### src/rtl/ci_rx_pkg.sv
package ci_rx_pkg;
  localparam int CI0_W_DEF = 4;
  localparam int CI1_W_DEF = 6;

  // channel 0 queue occupancy
  typedef enum logic [1:0] {
    Q_EMPTY = 2'd0,  // no change pending
    Q_SHOWN = 2'd1,  // change in visible register
    Q_HELD  = 2'd2   // visible register plus one held code
  } q_state_e;
endpackage

### src/rtl/ci_stable_detect.sv
module ci_stable_detect #(
  parameter int W = 4
) (
  input  logic         clk,
  input  logic         rst,
  input  logic         stb,
  input  logic [W-1:0] din,
  output logic         evt,
  output logic [W-1:0] evt_code
);
  logic [W-1:0] last_q;
  logic [W-1:0] acc_q;

  assign evt      = stb && (din == last_q) && (din != acc_q);
  assign evt_code = din;

  always_ff @(posedge clk) begin
    if (rst) begin
      last_q <= '1;
      acc_q  <= '1;
    end else if (stb) begin
      last_q <= din;
      if (evt) acc_q <= din;
    end
  end

  AST_GLITCH_IGNORED: assert property (@(posedge clk) disable iff (rst)
    (stb && din != last_q) |=> $stable(acc_q));
endmodule

### src/rtl/ci0_queue.sv
module ci0_queue
  import ci_rx_pkg::*;
#(
  parameter int W = 4
) (
  input  logic         clk,
  input  logic         rst,
  input  logic         evt,
  input  logic [W-1:0] evt_code,
  input  logic         rd,
  output logic [W-1:0] code,
  output logic         flag
);
  q_state_e     st_q;
  logic [W-1:0] code_q;
  logic [W-1:0] pend_q;

  always_ff @(posedge clk) begin
    if (rst) begin
      st_q   <= Q_EMPTY;
      code_q <= '1;
      pend_q <= '1;
      flag   <= 1'b0;
    end else begin
      if (evt) begin
        if (st_q == Q_EMPTY || rd) begin
          code_q <= evt_code;
          st_q   <= Q_SHOWN;
        end else begin
          pend_q <= evt_code;
          st_q   <= Q_HELD;
        end
        flag <= 1'b1;
      end else if (rd) begin
        if (st_q == Q_HELD) begin
          code_q <= pend_q;
          st_q   <= Q_SHOWN;
        end else begin
          st_q <= Q_EMPTY;
          flag <= 1'b0;
        end
      end
    end
  end

  assign code = code_q;

  AST_FIRST_LOAD: assert property (@(posedge clk) disable iff (rst)
    (evt && st_q == Q_EMPTY) |=> (flag && code == $past(evt_code)));
  AST_READ_PROMOTES: assert property (@(posedge clk) disable iff (rst)
    (rd && !evt && st_q == Q_HELD) |=> (flag && code == $past(pend_q)));
  AST_HELD_KEEPS_VISIBLE: assert property (@(posedge clk) disable iff (rst)
    (evt && !rd && st_q != Q_EMPTY) |=> $stable(code));
  AST_READ_CLEARS: assert property (@(posedge clk) disable iff (rst)
    (rd && !evt && st_q == Q_SHOWN) |=> !flag);
  AST_COLLIDE_NEWEST: assert property (@(posedge clk) disable iff (rst)
    (rd && evt) |=> (flag && code == $past(evt_code)));
endmodule

### src/rtl/ci1_reg.sv
module ci1_reg #(
  parameter int W = 6
) (
  input  logic         clk,
  input  logic         rst,
  input  logic         evt,
  input  logic [W-1:0] evt_code,
  input  logic         rd,
  input  logic         en,
  output logic [W-1:0] code,
  output logic         flag
);
  always_ff @(posedge clk) begin
    if (rst) begin
      code <= '1;
      flag <= 1'b0;
    end else begin
      if (evt) code <= evt_code;
      if (evt && en)  flag <= 1'b1;
      else if (rd)    flag <= 1'b0;
    end
  end

  AST_CH1_TRACKS: assert property (@(posedge clk) disable iff (rst)
    evt |=> (code == $past(evt_code)));
  AST_CH1_OFF: assert property (@(posedge clk) disable iff (rst)
    (!en && !flag) |=> !flag);
endmodule

### src/rtl/ci_change_rx.sv
module ci_change_rx
  import ci_rx_pkg::*;
#(
  parameter int CI0_W = CI0_W_DEF,
  parameter int CI1_W = CI1_W_DEF
) (
  input  logic             clk,
  input  logic             rst,
  input  logic             frame_stb,
  input  logic [CI0_W-1:0] code0_in,
  input  logic [CI1_W-1:0] code1_in,
  input  logic             rd_ch0,
  input  logic             rd_ch1,
  input  logic             ch1_flag_en,
  input  logic             mask_ch0,
  input  logic             mask_ch1,
  output logic [CI0_W-1:0] code0,
  output logic [CI1_W-1:0] code1,
  output logic             chg0_flag,
  output logic             chg1_flag,
  output logic             irq
);
  logic             evt0, evt1;
  logic [CI0_W-1:0] evt0_code;
  logic [CI1_W-1:0] evt1_code;

  ci_stable_detect #(.W(CI0_W)) u_det0 (
    .clk(clk), .rst(rst), .stb(frame_stb), .din(code0_in),
    .evt(evt0), .evt_code(evt0_code));

  ci_stable_detect #(.W(CI1_W)) u_det1 (
    .clk(clk), .rst(rst), .stb(frame_stb), .din(code1_in),
    .evt(evt1), .evt_code(evt1_code));

  ci0_queue #(.W(CI0_W)) u_q0 (
    .clk(clk), .rst(rst), .evt(evt0), .evt_code(evt0_code),
    .rd(rd_ch0), .code(code0), .flag(chg0_flag));

  ci1_reg #(.W(CI1_W)) u_r1 (
    .clk(clk), .rst(rst), .evt(evt1), .evt_code(evt1_code),
    .rd(rd_ch1), .en(ch1_flag_en), .code(code1), .flag(chg1_flag));

  always_ff @(posedge clk) begin
    if (rst) irq <= 1'b0;
    else     irq <= (chg0_flag & ~mask_ch0) | (chg1_flag & ~mask_ch1);
  end

  AST_IRQ_RAISE: assert property (@(posedge clk) disable iff (rst)
    ($rose(chg0_flag) && !mask_ch0) |=> irq);
  AST_IRQ_NEEDS_FLAG: assert property (@(posedge clk) disable iff (rst)
    (!chg0_flag && !chg1_flag) |=> !irq);
endmodule

### config.mk
export PLATFORM = sky130hd
export DESIGN_NAME = ci_change_rx
export DESIGN_NICKNAME = d
export VERILOG_FILES = /design/src/rtl/ci_rx_pkg.sv /design/src/rtl/ci_stable_detect.sv /design/src/rtl/ci0_queue.sv /design/src/rtl/ci1_reg.sv /design/src/rtl/ci_change_rx.sv
export SDC_FILE = /design/constraint.sdc
export NUM_CORES = 1
export LEC_CHECK = 0
export ABC_AREA = 1
export BUFFER_PORTS_ARGS = -buffer_cell sky130_fd_sc_hd__clkbuf_2
export CORE_ASPECT_RATIO = 1.25
export CORE_MARGIN = 5
export CORE_UTILIZATION = 40
export CTS_CLUSTER_DIAMETER = 100
export CTS_CLUSTER_SIZE = 10
export DETAILED_ROUTE_END_ITERATION = 8
export GPL_TIMING_DRIVEN = 0
export SETUP_SLACK_MARGIN = 0.1
export SYNTH_ARGS = -nofsm -noshare
export SYNTH_HDL_FRONTEND = slang
export SYNTH_HIERARCHICAL = 1
export SYNTH_SLANG_ARGS = --single-unit
### constraint.sdc
create_clock -name clk -period 1.5 [get_ports clk]
set_clock_uncertainty 0.05 [all_clocks]
set_input_delay 0.3 -clock clk [delete_from_list [all_inputs] [get_ports clk]]
set_output_delay 0.3 -clock clk [all_outputs]
set_load 0.02 [all_outputs]
==> results of run 1 <==
-- worst max-delay path: cells and delay by family, from the launching register on --
kind / cells / cell delay (ps)
DFF: 1 / 330
buffers and inverters: 4 / 290
and+or+nand+nor: 9 / 690
-- Yosys cell counts --
master    instances
a21oi_1          11
nand2_2           3
inv_6             1
dfxtp_1          39
a21oi_2           3
clkbuf_1          1
buf_2             2
nand2_1         100
o211ai_2          1
inv_2             9
nand3_4           1
nor2_8            1
nor2_1           12
xor2_1            1
a21boi_2          1
nor2_2            7
buf_4            11
o21ai_0           6
inv_1            34
nand3_2           2
o21ai_1           6
buf_6             1
nand2_4           5
nor2_4            1
nand3_1          35
a211oi_2          1
-- kinds of logic after synthesis --
logic type | count (synthesis) | share of synthesized area (%)
buf+inv | 59 | 13.7
flops | 39 | 38.5
compound gates | 29 | 8.76
xor+xnor | 1 | 0.432
simple gates | 167 | 38.6
-- layout make-up --
cell class	count	area (sq um)
Fill cell	525	2430
Inverter	44	180
Sequential cell	39	797
Buffer	15	129
Clock buffer	6	72.6
Multi-Input combinational cell	197	1090
Tap cell	62	77.6
Timing Repair Buffer	41	233
-- report_power, final --
group          switching (mW)  internal (mW)  total, mW
Sequential             0.0176           1.07       1.09
Clock                   0.342          0.310      0.652
Combinational           0.179          0.118      0.297
-- stage by stage --
stage	power (mW)	hold slack, ps	cells
after floorplan	1.29	312	295
after global placement	1.37	387	387
after detailed placement	1.38	391	387
after CTS	2.05	193	402
after global routing	2.15	195	404
final	2.04	203	404
-- flip-flops by register name (all words and copies together), names as in the netlist --
name / count
u_q0/flag: 1
u_q0/code: 4
u_det1/last_q: 6
u_det1/acc_q: 6
u_det0/last_q: 4
u_q0/st_q: 2
u_r1/code: 6
irq: 1
u_q0/pend_q: 4
u_det0/acc_q: 4
u_r1/flag: 1
-- timing repair --
item,CTS,global route
gates resized for setup,14,40
hold endpoints to repair,0,0
setup endpoints to repair,18,23
buffers inserted,9,3
pin swaps,7,15
-- path summary, 6_finish.rpt --
kind	to	slack, ps	depth (start not counted)
setup / recovery	u_q0/code[1]	8	13
hold / removal	u_r1/flag	200	3
setup reg to reg	u_q0/code[1]	8	13
hold reg to reg	u_det0/last_q[2]	400	2
-- per-layer routing --
layer  track usage [%]  vias up
met5                 0        -
met4              5.60        0
met3              3.67        2
met2              23.8       22
met1              15.5      816
li1                  -     1000
==> results.cfg, run 1 <==
[synth]
ys_ff_latch = 39
yosysTopAreaCellShare_pct = 38.5
synthTopCellsByArea = dfxtp_1, nand2_1, nand3_1, inv_1, buf_4
synth_area_sq_um = 2030
synth_cell_type_count = 26
ys_seq_area_share_pct = 38.5
syn_inst = 295
avgSynthCellArea_sq_um = 6.88
synth_top_cell_by_area = dfxtp_1
ys_warn_count = 6
syn_nets = 313

[sta]
tightest_slew_ps = 408
timing.slew.headroom_pct = 72.8
hold_violations = 0
finalCriticalPeriod_ps = 1490
setup_ws_ps = 8.04
setup_viol = 0
maxSlewViolCount = 0
rsz0062_at_grt = true
fmax_ghz = 0.670
fin_crit_sh_pct = 99.5
tns_ps = 0

[clocking]
clockBufferDepth = 2
clock_latency_ps = 280
clkTransAtPathRegs_ps = 70
cts_root_buf = clkbuf_8
numCtsBuffers = 5
cts_hold_buf = 0
clkSinkCount = 39
htreeDepth = 2
tritoncts = done

[finish]
final_util_pct = 51.4
diodes = 0
fin_nets = 361
final_cell_mix = nand2_1, inv_1, clkbuf_2
stdcell_area_sq_um = 2570
drive_above_1_share_pct = 40.4
area_growth_syn_to_layout_pct = 27.0
final_common_cell = nand2_1

[pwr]
p_leak_nw = 1.40
ir_drop_uv = 338
powerDensity_nw_per_um2 = 790

[critical_path]
end_kind = flop
cpPeakStageDelay_ps = 330
required_ps = 1620
critical_path.cell_chain = inv_2, nand2_1, nand2_1, nand3_2, nor2_4, nand2_4, inv_2, buf_8, inv_8, nand2_8, nand2_8, nand2_2, nand3_1
worst_setup_path_start_kind = flop
slowest_stage = dfxtp_2
path_max_fanout = 8
arrival_ps = 1610
crit_type = flop to flop
startpoint = u_det0/last_q[0]
r2r-start = u_det0/last_q[0]

[hold_path]
hp-class = primary input to flop
min_from = ch1_flag_en

[die]
boundaryPins = 31
start_util_pct = 40.5
core_area_sq_um = 5010
chipHeight_microns = 89.6
die_w_microns = 73.7
dieArea_sq_um = 6600
fp-row-count = 29

[global_route]
grt_usage_pct = 13.6
antenna_found_initial = 0
grt_overflow = 0
grt_pass1_vias = 1703
grt_max_degree = 17
grt_first_pass_wirelength_mm = 7.04

[route]
ant_nets = 0
wl_met3_microns = 161
wl_per_cell_microns = 10.7
post_drt_via_cell_ratio = 4.55
drt_iter0_drc = 61
routed.top_layer = met4
met1Wirelength_mm = 1.93
drt_first_pass_iters = 4
dr_wl_met2_mm = 2.21
num_vias = 1840
drc = 0
drt_wl_total_mm = 4.33

[placement]
hpwl_mm = 2.98
gp_congestion = 0.787
io_buffer_count = 30
placed_area_sq_um = 2260
place_ws_ps = -283

[flow_run]
timing.max_cap.violations = 0

[outcome]
outcome = finished clean
Power figures use the tool's default switching activity.
==> run 2: changes to the inputs <==
PLACE_DENSITY_LB_ADDON = 0.3   (was not set)
==> results.cfg, run 2 (synthesis results as in run 1) <==
[sta]
fin_hold_ws_ps = 198
fmax_ghz = 0.682
fin_crit_sh_pct = 97.7
hold_violations = 0
setup_ws_ps = 34.2
finalCriticalPeriod_ps = 1470
tns_ps = 0
setup_viol = 0
maxSlewViolCount = 0
rsz0062_at_grt = true
timing.slew.headroom_pct = 75.4
tightest_slew_ps = 368

[route]
num_vias = 1866
drt_first_pass_iters = 4
drc = 0
post_drt_via_cell_ratio = 4.62
drt_wl_total_mm = 4.11
ant_nets = 0
drt_iter0_drc = 92
wl_per_cell_microns = 10.2

[die]
boundaryPins = 31
dieArea_sq_um = 6600
chipHeight_microns = 89.6
die_w_microns = 73.7
start_util_pct = 40.5
fp-row-count = 29
core_area_sq_um = 5010

[finish]
fin_cells = 404
drive_above_1_share_pct = 37.4
fin_nets = 359
final_util_pct = 51.4
area_growth_syn_to_layout_pct = 26.9
diodes = 0
reg.largest.list = u_det1/acc_q: 6 flops, u_det1/last_q: 6 flops, u_r1/code: 6 flops
stdcell_area_sq_um = 2570
final_cell_mix = nand2_1, inv_1, nand3_1
final_common_cell = nand2_1

[critical_path]
worst_setup_path_start_kind = flop
path_max_fanout = 8
arrival_ps = 1600
startpoint = u_det0/last_q[3]
crit_end = u_q0/code[3]
crit_type = flop to flop
r2r-start = u_det0/last_q[3]
r2r_slack_ps = 30
rr_endpoint = u_q0/code[3]
reg2reg_depth = 12
required_ps = 1630
end_kind = flop

[clocking]
numCtsBuffers = 5
clkTransAtPathRegs_ps = 80
cts_hold_buf = 0
clockBufferDepth = 2
clock_latency_ps = 290
htreeDepth = 2
clkSinkCount = 39
cts_root_buf = clkbuf_8
tritoncts = done

[placement]
placed_area_sq_um = 2260
place_ws_ps = -280
hpwl_mm = 2.95
io_buffer_count = 30
gp_congestion = 0.798
place_inst = 387

[global_route]
grt_first_pass_wirelength_mm = 7.13
grt_max_degree = 17
grt_overflow = 0
grt_pass1_vias = 1720
grt_usage_pct = 13.5
antenna_found_initial = 0

[pwr]
ir_drop_uv = 401
powerDensity_nw_per_um2 = 888
p_leak_nw = 1.41
power.total_mw = 2.29

[hold_path]
hp-class = primary input to flop

[outcome]
outcome = finished clean

[flow_run]
timing.max_cap.violations = 0
[run 2: area by class of cell]
| cell class | count | area, sq um |
|---|---|---|
| Buffer | 15 | 129 |
| Clock buffer | 6 | 82.6 |
| Sequential cell | 39 | 795 |
| Inverter | 44 | 180 |
| Clock inverter | 2 | 35.0 |
| Timing Repair Buffer | 39 | 225 |
| Multi-Input combinational cell | 197 | 1050 |
| Fill cell | 484 | 2430 |
| Tap cell | 62 | 77.6 |
[run 2: how the worst min path moves through the flow]
| stage | start | end | slack (ps) | cells past startpoint |
|---|---|---|---|---|
| 2_1_floorplan | rst | irq | 310 | 1 |
| 3_3_place_gp | u_q0/pend_q[2] | u_q0/pend_q[2] | 390 | 2 |
| 3_5_place_dp | u_q0/pend_q[2] | u_q0/pend_q[2] | 390 | 2 |
| 4_1_cts | ch1_flag_en | u_r1/flag | 180 | 3 |
| 5_1_grt | ch1_flag_en | u_r1/flag | 190 | 3 |
| 6_report | ch1_flag_en | u_r1/flag | 200 | 3 |
[run 2: where the power goes]
| group | total [mW] | switching, mW | leakage, nW | internal (mW) |
|---|---|---|---|---|
| clock network | 0.906 | 0.367 | 0.0612 | 0.538 |
| registers | 1.08 | 0.0161 | 0.314 | 1.07 |
| logic | 0.296 | 0.177 | 1.04 | 0.118 |
[run 2: repair_timing]
item	CTS	global route
setup endpoints to repair	18	24
setup buffers	5	4
gates cloned	0	0
gates resized for setup	11	34
pin swaps	8	16
[run 2: routing by layer]
layer	up-vias	routed length (microns)	GRT usage [%]
li1	995	-	-
met4	0	68	6.26
met1	828	1800	15.3
met5	-	0	0
met3	6	228	3.23
met2	37	2020	23.5
[run 2: worst max-delay path, cell delays in order (launching register included)]
cell and delay, ps:
dfxtp_2 320, inv_2 40, a21oi_2 130, nand3_2 100, nor2_4 150, nand2_4 70
inv_2 50, buf_8 130, inv_8 50, nand2_8 80, nand2_8 60, nand2_1 60
nand3_1 50
==> run 3: changes to the inputs <==
CTS_BUF_LIST = sky130_fd_sc_hd__clkbuf_4   (was not set)
SETUP_SLACK_MARGIN = 0.4   (was 0.1)
==> results.cfg, run 3 (synthesis results as in run 1) <==
[critical_path]
required_ps = 1690
worst_setup_path_start_kind = flop
arrival_ps = 1670
cpLargestDelayFamily = simple AND/OR/NAND/NOR gates
cpPeakStageDelay_ps = 340
critPathBufInv = 4
crit_type = flop to flop
end_kind = flop
critical_path.cell_chain = inv_2, a21oi_2, nand3_2, nor2_4, nand2_4, inv_2, buf_8, inv_8, nand2_8, nand2_8, nand2_2, nand3_1
slowest_stage = dfxtp_2
path_max_fanout = 8

[clocking]
clock_latency_ps = 340
htreeDepth = 2
cts_root_buf = clkbuf_4
numCtsBuffers = 5
clkSinkCount = 39
cts_hold_buf = 0
clkTransAtPathRegs_ps = 120
clockBufferDepth = 2
tritoncts = done

[die]
fp-row-count = 29
start_util_pct = 40.5
core_area_sq_um = 5010
die_w_microns = 73.7
boundaryPins = 31
chipHeight_microns = 89.6
dieArea_sq_um = 6600

[route]
drc = 0
wl_per_cell_microns = 11.0
drt_iter0_drc = 91
drt_first_pass_iters = 6
num_vias = 1927
drt_wl_total_mm = 4.50
post_drt_via_cell_ratio = 4.70
ant_nets = 0

[sta]
hold_violations = 0
rsz0062_at_grt = true
finalCriticalPeriod_ps = 1480
tns_ps = 0
setup_viol = 0
fin_hold_ws_ps = 124
maxSlewViolCount = 0
setup_ws_ps = 22.6
tightest_slew_ps = 403
fin_crit_sh_pct = 98.5
timing.slew.headroom_pct = 73.1
fmax_ghz = 0.677

[placement]
hpwl_mm = 3.07
gp_congestion = 0.774
io_buffer_count = 30
place_ws_ps = -314

[pwr]
powerDensity_nw_per_um2 = 699
power.total_mw = 1.96
ir_drop_uv = 325
p_leak_nw = 1.45

[global_route]
antenna_found_initial = 0
grt_first_pass_wirelength_mm = 7.46
grt_max_degree = 17
grt_pass1_vias = 1682
grt_overflow = 0
grt_usage_pct = 14.4

[finish]
drive_above_1_share_pct = 48.3
final_common_cell = nand2_1
diodes = 0
fin_nets = 365
area_growth_syn_to_layout_pct = 38.3
final_cell_mix = nand2_1, inv_1, dfxtp_2
reg.largest.list = u_det1/acc_q: 6 flops, u_det1/last_q: 6 flops, u_r1/code: 6 flops
final_util_pct = 56.0

[flow_run]
timing.max_cap.violations = 0

[outcome]
outcome = finished clean

[hold_path]
hp-class = primary input to flop
-- run 3: changes by cell type in the layout (fill, tap and decap cells not counted), sizes merged --
cell,delta
buf,+18
bufinv,-1
clkbuf,-11
-- run 3: metal layers --
layer  wire length, microns  global-route usage, %
met1                   1830                   16.1
met2                   2440                   26.2
met3                    169                   3.12
met4                     57                   5.44
met5                      0                      0
-- run 3: final cells by class --
cell class / count / area (sq um)
buffer: 15 / 129
clock buffer: 7 / 52.6
clock inverter: 1 / 5.00
fill: 479 / 2200
inverter: 44 / 180
multi-input combinational: 197 / 1150
sequential: 39 / 817
tap: 62 / 77.6
timing repair buffer: 45 / 397
-- run 3: path summary, 6_finish.rpt --
check | slack, ps | depth (start not counted) | start | end
worst max register to register | 20 | 12 | u_det0/last_q[3] | u_q0/code[0]
worst min register to register | 410 | 2 | u_det0/last_q[0] | u_det0/last_q[0]
worst max-delay path | 20 | 12 | u_det0/last_q[3] | u_q0/code[0]
worst min-delay path | 120 | 3 | ch1_flag_en | u_r1/flag
-- run 3: metrics by stage --
step,instance area (sq um),cells
after CTS,2570,404
after global placement,2270,387
after floorplan,2050,295
after detailed placement,2270,387
final,2810,410
after global routing,2810,410
-- run 3: power breakdown --
group	leakage, nW	switching, mW	total, mW	internal (mW)
clock network	0.0361	0.338	0.558	0.219
registers	0.310	0.0209	1.09	1.07
logic	1.11	0.184	0.315	0.131
-- run 3: worst reg2reg max path: cells and delay by family, from the launching register on --
family                 cells  cell delay, ps
AO/OA/AOI/OAI              1             130
buffers and inverters      4             280
flip-flops                 1             340
AND/OR/NAND/NOR            7             590
-- run 3: timing repair --
| item | 4_1_cts | 5_1_grt |
|---|---|---|
| pin swaps | 13 | 17 |
| setup endpoints to repair | 41 | 41 |
| gates resized for setup | 59 | 61 |
| buffers inserted | 9 | 6 |
